<file path="src/rtl/pwm4_pkg.sv">
package pwm4_pkg;
  // byte lanes inside word 0
  localparam int unsigned LANE_CTRL = 0;
  localparam int unsigned LANE_CFG  = 1;
  localparam int unsigned LANE_DIV  = 2;
  // word select values
  localparam logic WORD_SETUP = 1'b0;
  localparam logic WORD_DUTY  = 1'b1;
endpackage

</file>
<file path="src/rtl/pwm4_regs.sv">
module pwm4_regs
  import pwm4_pkg::*;
#(
  parameter int unsigned NCH = 4,
  parameter int unsigned DW  = 8
) (
  input  logic                     clk,
  input  logic                     rst_n,
  input  logic                     wr,
  input  logic                     rd,
  input  logic                     word,
  input  logic [NCH*DW-1:0]        wdata,
  input  logic [NCH-1:0]           wstrb,
  output logic [NCH*DW-1:0]        rdata,
  output logic [NCH-1:0]           ch_en,
  output logic [NCH-1:0]           ch_pol,
  output logic                     per_short,
  output logic [DW-1:0]            div,
  output logic [NCH-1:0][DW-1:0]   duty_req
);
  localparam int unsigned BW = NCH * DW;

  logic [NCH-1:0]         en_q, pol_q;
  logic                   sel_q;
  logic [DW-1:0]          div_q;
  logic [NCH-1:0][DW-1:0] duty_q;
  logic [BW-1:0]          setup_word, rd_mux, rdata_q;

  always_ff @(posedge clk) begin
    if (!rst_n) begin
      en_q  <= '0;
      pol_q <= '0;
      sel_q <= 1'b0;
      div_q <= '0;
    end else if (wr && word == WORD_SETUP) begin
      if (wstrb[LANE_CTRL]) begin
        en_q  <= wdata[LANE_CTRL*DW +: NCH];
        pol_q <= wdata[LANE_CTRL*DW + NCH +: NCH];
      end
      if (wstrb[LANE_CFG]) sel_q <= wdata[LANE_CFG*DW];
      if (wstrb[LANE_DIV]) div_q <= wdata[LANE_DIV*DW +: DW];
    end
  end

  for (genvar g = 0; g < NCH; g++) begin : g_duty
    always_ff @(posedge clk) begin
      if (!rst_n)                                duty_q[g] <= '0;
      else if (wr && word == WORD_DUTY && wstrb[g]) duty_q[g] <= wdata[g*DW +: DW];
    end
  end

  always_comb begin
    setup_word = '0;
    setup_word[LANE_CTRL*DW +: NCH]       = en_q;
    setup_word[LANE_CTRL*DW + NCH +: NCH] = pol_q;
    setup_word[LANE_CFG*DW]               = sel_q;
    setup_word[LANE_DIV*DW +: DW]         = div_q;
    rd_mux = (word == WORD_DUTY) ? duty_q : setup_word;
  end

  always_ff @(posedge clk) begin
    if (!rst_n)  rdata_q <= '0;
    else if (rd) rdata_q <= rd_mux;
  end

  assign rdata     = rdata_q;
  assign ch_en     = en_q;
  assign ch_pol    = pol_q;
  assign per_short = sel_q;
  assign div       = div_q;
  assign duty_req  = duty_q;
endmodule

</file>
<file path="src/rtl/pwm4_timebase.sv">
module pwm4_timebase #(
  parameter int unsigned DW = 8
) (
  input  logic          clk,
  input  logic          rst_n,
  input  logic [DW-1:0] div,
  input  logic          per_short,
  output logic          tick,
  output logic          wrap,
  output logic [DW-1:0] cnt
);
  localparam logic [DW:0]   FULL_DIV = {1'b1, {DW{1'b0}}};
  localparam logic [DW-1:0] TOP_LONG = '1;
  localparam logic [DW-1:0] TOP_SHRT = TOP_LONG - 1'b1;

  logic [DW-1:0] pre_q, cnt_q;
  logic [DW:0]   lim;
  logic [DW-1:0] top;

  always_comb begin
    lim  = (div == '0) ? FULL_DIV : {1'b0, div};
    // >= so that a smaller divisor written mid-count ends the step at once
    tick = ({1'b0, pre_q} >= (lim - 1'b1));
    top  = per_short ? TOP_SHRT : TOP_LONG;
    wrap = tick && (cnt_q >= top);
  end

  always_ff @(posedge clk) begin
    if (!rst_n) begin
      pre_q <= '0;
      cnt_q <= '0;
    end else if (tick) begin
      pre_q <= '0;
      cnt_q <= wrap ? '0 : cnt_q + 1'b1;
    end else begin
      pre_q <= pre_q + 1'b1;
    end
  end

  assign cnt = cnt_q;
endmodule

</file>
<file path="src/rtl/pwm4_channel.sv">
module pwm4_channel #(
  parameter int unsigned DW = 8
) (
  input  logic          clk,
  input  logic          rst_n,
  input  logic          wrap,
  input  logic [DW-1:0] duty_req,
  input  logic [DW-1:0] cnt,
  input  logic          en,
  input  logic          pol,
  output logic [DW-1:0] act_duty,
  output logic          pin,
  output logic          oe
);
  logic [DW-1:0] act_q;
  logic          raw;

  always_ff @(posedge clk) begin
    if (!rst_n)    act_q <= '0;
    else if (wrap) act_q <= duty_req;
  end

  always_comb begin
    raw = (cnt < act_q);
    pin = en & (raw ^ pol);
    oe  = en;
  end

  assign act_duty = act_q;
endmodule

</file>
<file path="src/rtl/pwm4_core.sv">
module pwm4_core #(
  parameter int unsigned NCH = 4,
  parameter int unsigned DW  = 8
) (
  input  logic              clk,
  input  logic              rst_n,
  input  logic              bus_wr,
  input  logic              bus_rd,
  input  logic              bus_word,
  input  logic [NCH*DW-1:0] bus_wdata,
  input  logic [NCH-1:0]    bus_wstrb,
  output logic [NCH*DW-1:0] bus_rdata,
  output logic [NCH-1:0]    pwm_out,
  output logic [NCH-1:0]    pwm_oe
);
  logic [NCH-1:0]         ch_en, ch_pol;
  logic                   per_short;
  logic [DW-1:0]          div;
  logic [NCH-1:0][DW-1:0] duty_req, act_duty;
  logic                   tick, wrap;
  logic [DW-1:0]          cnt;

  pwm4_regs #(.NCH(NCH), .DW(DW)) u_regs (
    .clk(clk), .rst_n(rst_n), .wr(bus_wr), .rd(bus_rd), .word(bus_word),
    .wdata(bus_wdata), .wstrb(bus_wstrb), .rdata(bus_rdata),
    .ch_en(ch_en), .ch_pol(ch_pol), .per_short(per_short), .div(div),
    .duty_req(duty_req)
  );

  pwm4_timebase #(.DW(DW)) u_tb (
    .clk(clk), .rst_n(rst_n), .div(div), .per_short(per_short),
    .tick(tick), .wrap(wrap), .cnt(cnt)
  );

  for (genvar g = 0; g < NCH; g++) begin : g_ch
    pwm4_channel #(.DW(DW)) u_ch (
      .clk(clk), .rst_n(rst_n), .wrap(wrap), .duty_req(duty_req[g]),
      .cnt(cnt), .en(ch_en[g]), .pol(ch_pol[g]), .act_duty(act_duty[g]),
      .pin(pwm_out[g]), .oe(pwm_oe[g])
    );
  end
endmodule

</file>
<file path="config.mk">
export PLATFORM = sky130hd
export DESIGN_NAME = pwm4_core
export DESIGN_NICKNAME = d
export VERILOG_FILES = /design/src/rtl/pwm4_pkg.sv /design/src/rtl/pwm4_regs.sv /design/src/rtl/pwm4_timebase.sv /design/src/rtl/pwm4_channel.sv /design/src/rtl/pwm4_core.sv
export SDC_FILE = /design/constraint.sdc
export NUM_CORES = 1
export LEC_CHECK = 0
export BUFFER_PORTS_ARGS = -buffer_cell sky130_fd_sc_hd__clkbuf_2
export CAP_MARGIN = 20
export CORE_UTILIZATION = 55
export DETAILED_ROUTE_END_ITERATION = 16
export HOLD_SLACK_MARGIN = 0.12
export PLACE_DENSITY = 0.79
export RECOVER_POWER = 100
export SLEW_MARGIN = 20
export SYNTH_ARGS = -nofsm -noshare
export SYNTH_HDL_FRONTEND = slang
export SYNTH_SLANG_ARGS = --single-unit
</file>
<file path="constraint.sdc">
create_clock -name clk -period 6.75 [get_ports clk]
set_input_delay 0.675 -clock clk [delete_from_list [all_inputs] [get_ports clk]]
set_output_delay 0.675 -clock clk [all_outputs]
set_load 0.005 [all_outputs]
</file>
==> results.py <==
metrics = {
    "run_status": {
        "outcome": "finished, violations left",
        "violations": "max-capacitance violations, max-slew violations",
    },
    "global_route": {
        "antenna_found_initial": 0,
        "use_met2": 0.399,
        "grt_usage": 0.237,
        "grt_pass1_vias": 5118,
        "grt_pass1_wl_mm": 23.7,
        "grt_remaining_overflow": 0,
        "use_met3": 0.0494,
        "grtUsageMet1": 0.295,
        "busiest_layer": "met2",
        "grt_max_degree": 106,
    },
    "power_and_ir_drop": {
        "p_leak_uw": 0.00323,
        "p_sw_uw": 419,
        "clkPwrFrac": 0.540,
        "p_int_uw": 1560,
        "p_sw_frac": 0.212,
        "p_total_uw": 1980,
        "p_comb_frac": 0.060,
        "power_density_mw_per_mm2": 266,
        "peakVddDrop_v": 0.000196,
        "seqPwrFrac": 0.401,
    },
    "route": {
        "first_pass_iters": 5,
        "drt_iter0_markers": 272,
        "route.detailed.drc": 0,
        "drtAntennaViolNets": 0,
        "wirelength_mm": 14.1,
        "wire_per_inst_um": 15.2,
        "vias": 5187,
        "via_per_inst": 5.58,
    },
    "critical_path": {
        "critical_path_required_ps": 7070,
        "cp-startpoint": "u_regs.div[0]",
        "rrSetupSlack_ps": 2920,
        "rr_worst_depth": 12,
        "reg2reg_from": "u_regs.div[0]",
        "critPathArrivalTime_ps": 4150,
        "crit_type": "reg2reg",
        "crit_fanout": 32,
        "r2r_end": "g_ch[1].u_ch.act_duty[1]",
        "worstSetupEndpointType": "register",
        "critPathLaunchType": "register",
    },
    "job": {
        "maxCapViolations": 3,
    },
    "finish": {
        "drive_gt1_frac": 0.136,
        "diodes": 0,
        "fillers": 880,
        "layout.nets": 854,
        "utilization": 0.654,
        "syn2layout_area_growth_pct": 15.4,
        "fin_area_mm2": 0.00746,
    },
    "clock_tree": {
        "cts_htree_levels": 4,
        "cts_setup_buffers": 0,
        "cts.reportedPaths.clkPinSlew_ps": 60,
        "numCtsBuffers": 17,
        "cts_tree": "yes",
        "holdBufCountCts": 0,
        "cts_buffer_depth": 2,
        "cts-resized-gates": 0,
        "clock_sinks": 129,
        "cts-root-buf": "clkbuf_16",
        "clk_latency_ps": 410,
    },
    "placement": {
        "hpwlAfterDp_mm": 9.66,
        "gp_congestion": 0.824,
        "io_buffer_count": 80,
        "place_area_mm2": 0.00681,
    },
    "floorplanning": {
        "die_h_um": 110,
        "initial_utilization": 0.566,
        "rows": 39,
        "dieArea_mm2": 0.0122,
        "die_w_um": 110,
        "core_mm2": 0.0114,
        "ios": 81,
    },
    "hold_path": {
        "hold_path_class": "reg2reg",
        "min_to": "g_ch[1].u_ch.act_duty[2]",
        "hp-start": "g_ch[1].u_ch.act_duty[2]",
        "hold_depth": 2,
    },
    "timing": {
        "fmax_ghz": 0.261,
        "hold_viol_final": 0,
        "finClkSkew_ps": 7.94,
        "finalSetupViolCount": 0,
        "relSlewSlack": -0.667,
        "slew_viol_final": 124,
        "rsz0062_at_grt": "no",
        "min_period_over_period": 0.568,
        "setup_tns_ps": 0,
        "finalCriticalPeriod_ps": 3830,
        "worst_pin_slew_ps": 2500,
    },
    "synthesis": {
        "ys_seq_area_frac": 0.399,
        "synthArstFlopShare": 0,
        "synth-edff-count": 0,
        "syn_avg_cell_area_um2": 9.03,
        "synth_cell_types": 49,
        "yosysWarningCount": 0,
        "syn_inst": 716,
        "ys_seq_elements": 129,
        "syn_area_mm2": 0.00647,
        "synth_flop_cell": "dfxtp_1",
        "synth.net_count": 797,
    },
}
-- worst max path at each step --
| stage | end | slack, ps | cells past startpoint |
|---|---|---|---|
| 4_1_cts | g_ch[2].u_ch.act_duty[1] | 3590 | 12 |
| 3_3_place_gp | g_ch[0].u_ch.act_duty[0] | 3830 | 12 |
| 5_1_grt | g_ch[1].u_ch.act_duty[1] | 2630 | 12 |
| 6_report | g_ch[1].u_ch.act_duty[1] | 2920 | 12 |
| 2_1_floorplan | u_tb.cnt[7] | 4270 | 12 |
| 3_5_place_dp | g_ch[2].u_ch.act_duty[1] | 3660 | 12 |
-- routing by layer --
metal  vias to the layer above  part of all wire  wire [um]
met1                      2487              0.45       6430
met3                        26             0.036        515
met4                         0             0.015        215
li1                       2560                 -          -
met2                       114              0.49       6980
met5                         -                 0          0
-- power groups by stage --
| stage | Clock [uW] | Sequential, uW | Combinational, uW |
|---|---|---|---|
| after floorplan | 0 | 807 | 80.9 |
| after global placement | 0 | 810 | 113 |
| after detailed placement | 0 | 811 | 117 |
| after CTS | 1080 | 794 | 118 |
| after global routing | 1110 | 797 | 130 |
| final | 1070 | 795 | 119 |
-- stage by stage --
| step | hold slack [ps] | setup WS [ps] | std cells |
|---|---|---|---|
| after detailed placement | 452 | 3660 | 897 |
| after floorplan | 430 | 4270 | 716 |
| after CTS | 459 | 3590 | 929 |
| after global placement | 444 | 3830 | 897 |
| after global routing | 470 | 2630 | 929 |
| final | 458 | 2920 | 929 |
-- sequential cells by signal, indices dropped and copies added (netlist names) --
| signal | count |
|---|---|
| u_regs.per_short | 1 |
| g_ch.u_ch.act_duty | 32 |
| u_regs.rdata | 32 |
| u_regs.ch_en | 4 |
| u_tb.cnt | 8 |
| u_regs.ch_pol | 4 |
| u_tb.pre_q | 8 |
| u_regs.duty_req | 32 |
| u_regs.div | 8 |
-- critical path: stages (launching register included) --
cell	delay (ps)
dfxtp_1	320
inv_1	120
ha_1	240
nor3b_1	220
a21oi_1	110
nor4_1	240
xnor2_1	160
ha_1	260
nand3_1	100
o211ai_1	120
a21oi_1	1160
nor2_8	360
mux2i_1	310
-- cells by family (layout without fill, tap and decap cells) --
group	count (synthesis)	in the layout	synth area share
mux	79	79	0.122
simple gates	268	268	0.203
fa+ha+maj	40	40	0.0774
flops	129	129	0.399
compound gates	105	105	0.118
buf+inv	81	151	0.0613
xor+xnor	14	14	0.0190
-- synthesized netlist by cell type (2+ instances only) --
cell type | n | share of area
dfxtp_1 | 129 | 0.40
nand2_1 | 114 | 0.066
mux2i_1 | 79 | 0.12
nand3_1 | 47 | 0.036
ha_1 | 40 | 0.077
nor2b_1 | 37 | 0.036
inv_1 | 35 | 0.020
a21boi_0 | 31 | 0.036
clkbuf_1 | 28 | 0.016
nand2b_1 | 18 | 0.017
nor2_1 | 18 | 0.010
a21oi_1 | 17 | 0.013
o211a_1 | 17 | 0.026
o21ai_0 | 15 | 0.012
buf_4 | 8 | 0.0093
xor2_1 | 8 | 0.011
and2_1 | 6 | 0.0058
nor3_1 | 6 | 0.0046
xnor2_1 | 6 | 0.0081
buf_2 | 5 | 0.0039
a31oi_1 | 4 | 0.0039
nand3b_1 | 4 | 0.0046
nor3b_1 | 4 | 0.0046
o211ai_1 | 4 | 0.0046
and3_1 | 3 | 0.0029
buf_12 | 3 | 0.0093
nand4_1 | 3 | 0.0029
a21boi_1 | 2 | 0.0023
a21o_1 | 2 | 0.0023
o22ai_1 | 2 | 0.0019
o311ai_0 | 2 | 0.0027
or3_1 | 2 | 0.0019
-- cell type report --
type,count,area [um2],share of cell area
multi-input cells,506,3470,0.465
flip-flops and latches,129,2580,0.346
inverters,35,131,0.0176
clock inverters,13,256,0.0344
repair buffers,84,412,0.0552
well taps,143,179,0.0240
clock buffers,19,433,0.0580
-- layout by cell type (no fill, tap or decap), drive strengths merged, types with 19 or more instances in the layout --
master,n
a21boi,33
a21oi,19
clkbuf,101
dfxtp,129
ha,40
inv,36
mux2i,79
nand2,115
nand3,47
nor2,19
nor2b,37
Note: power is estimated with default switching activity, not from simulation.
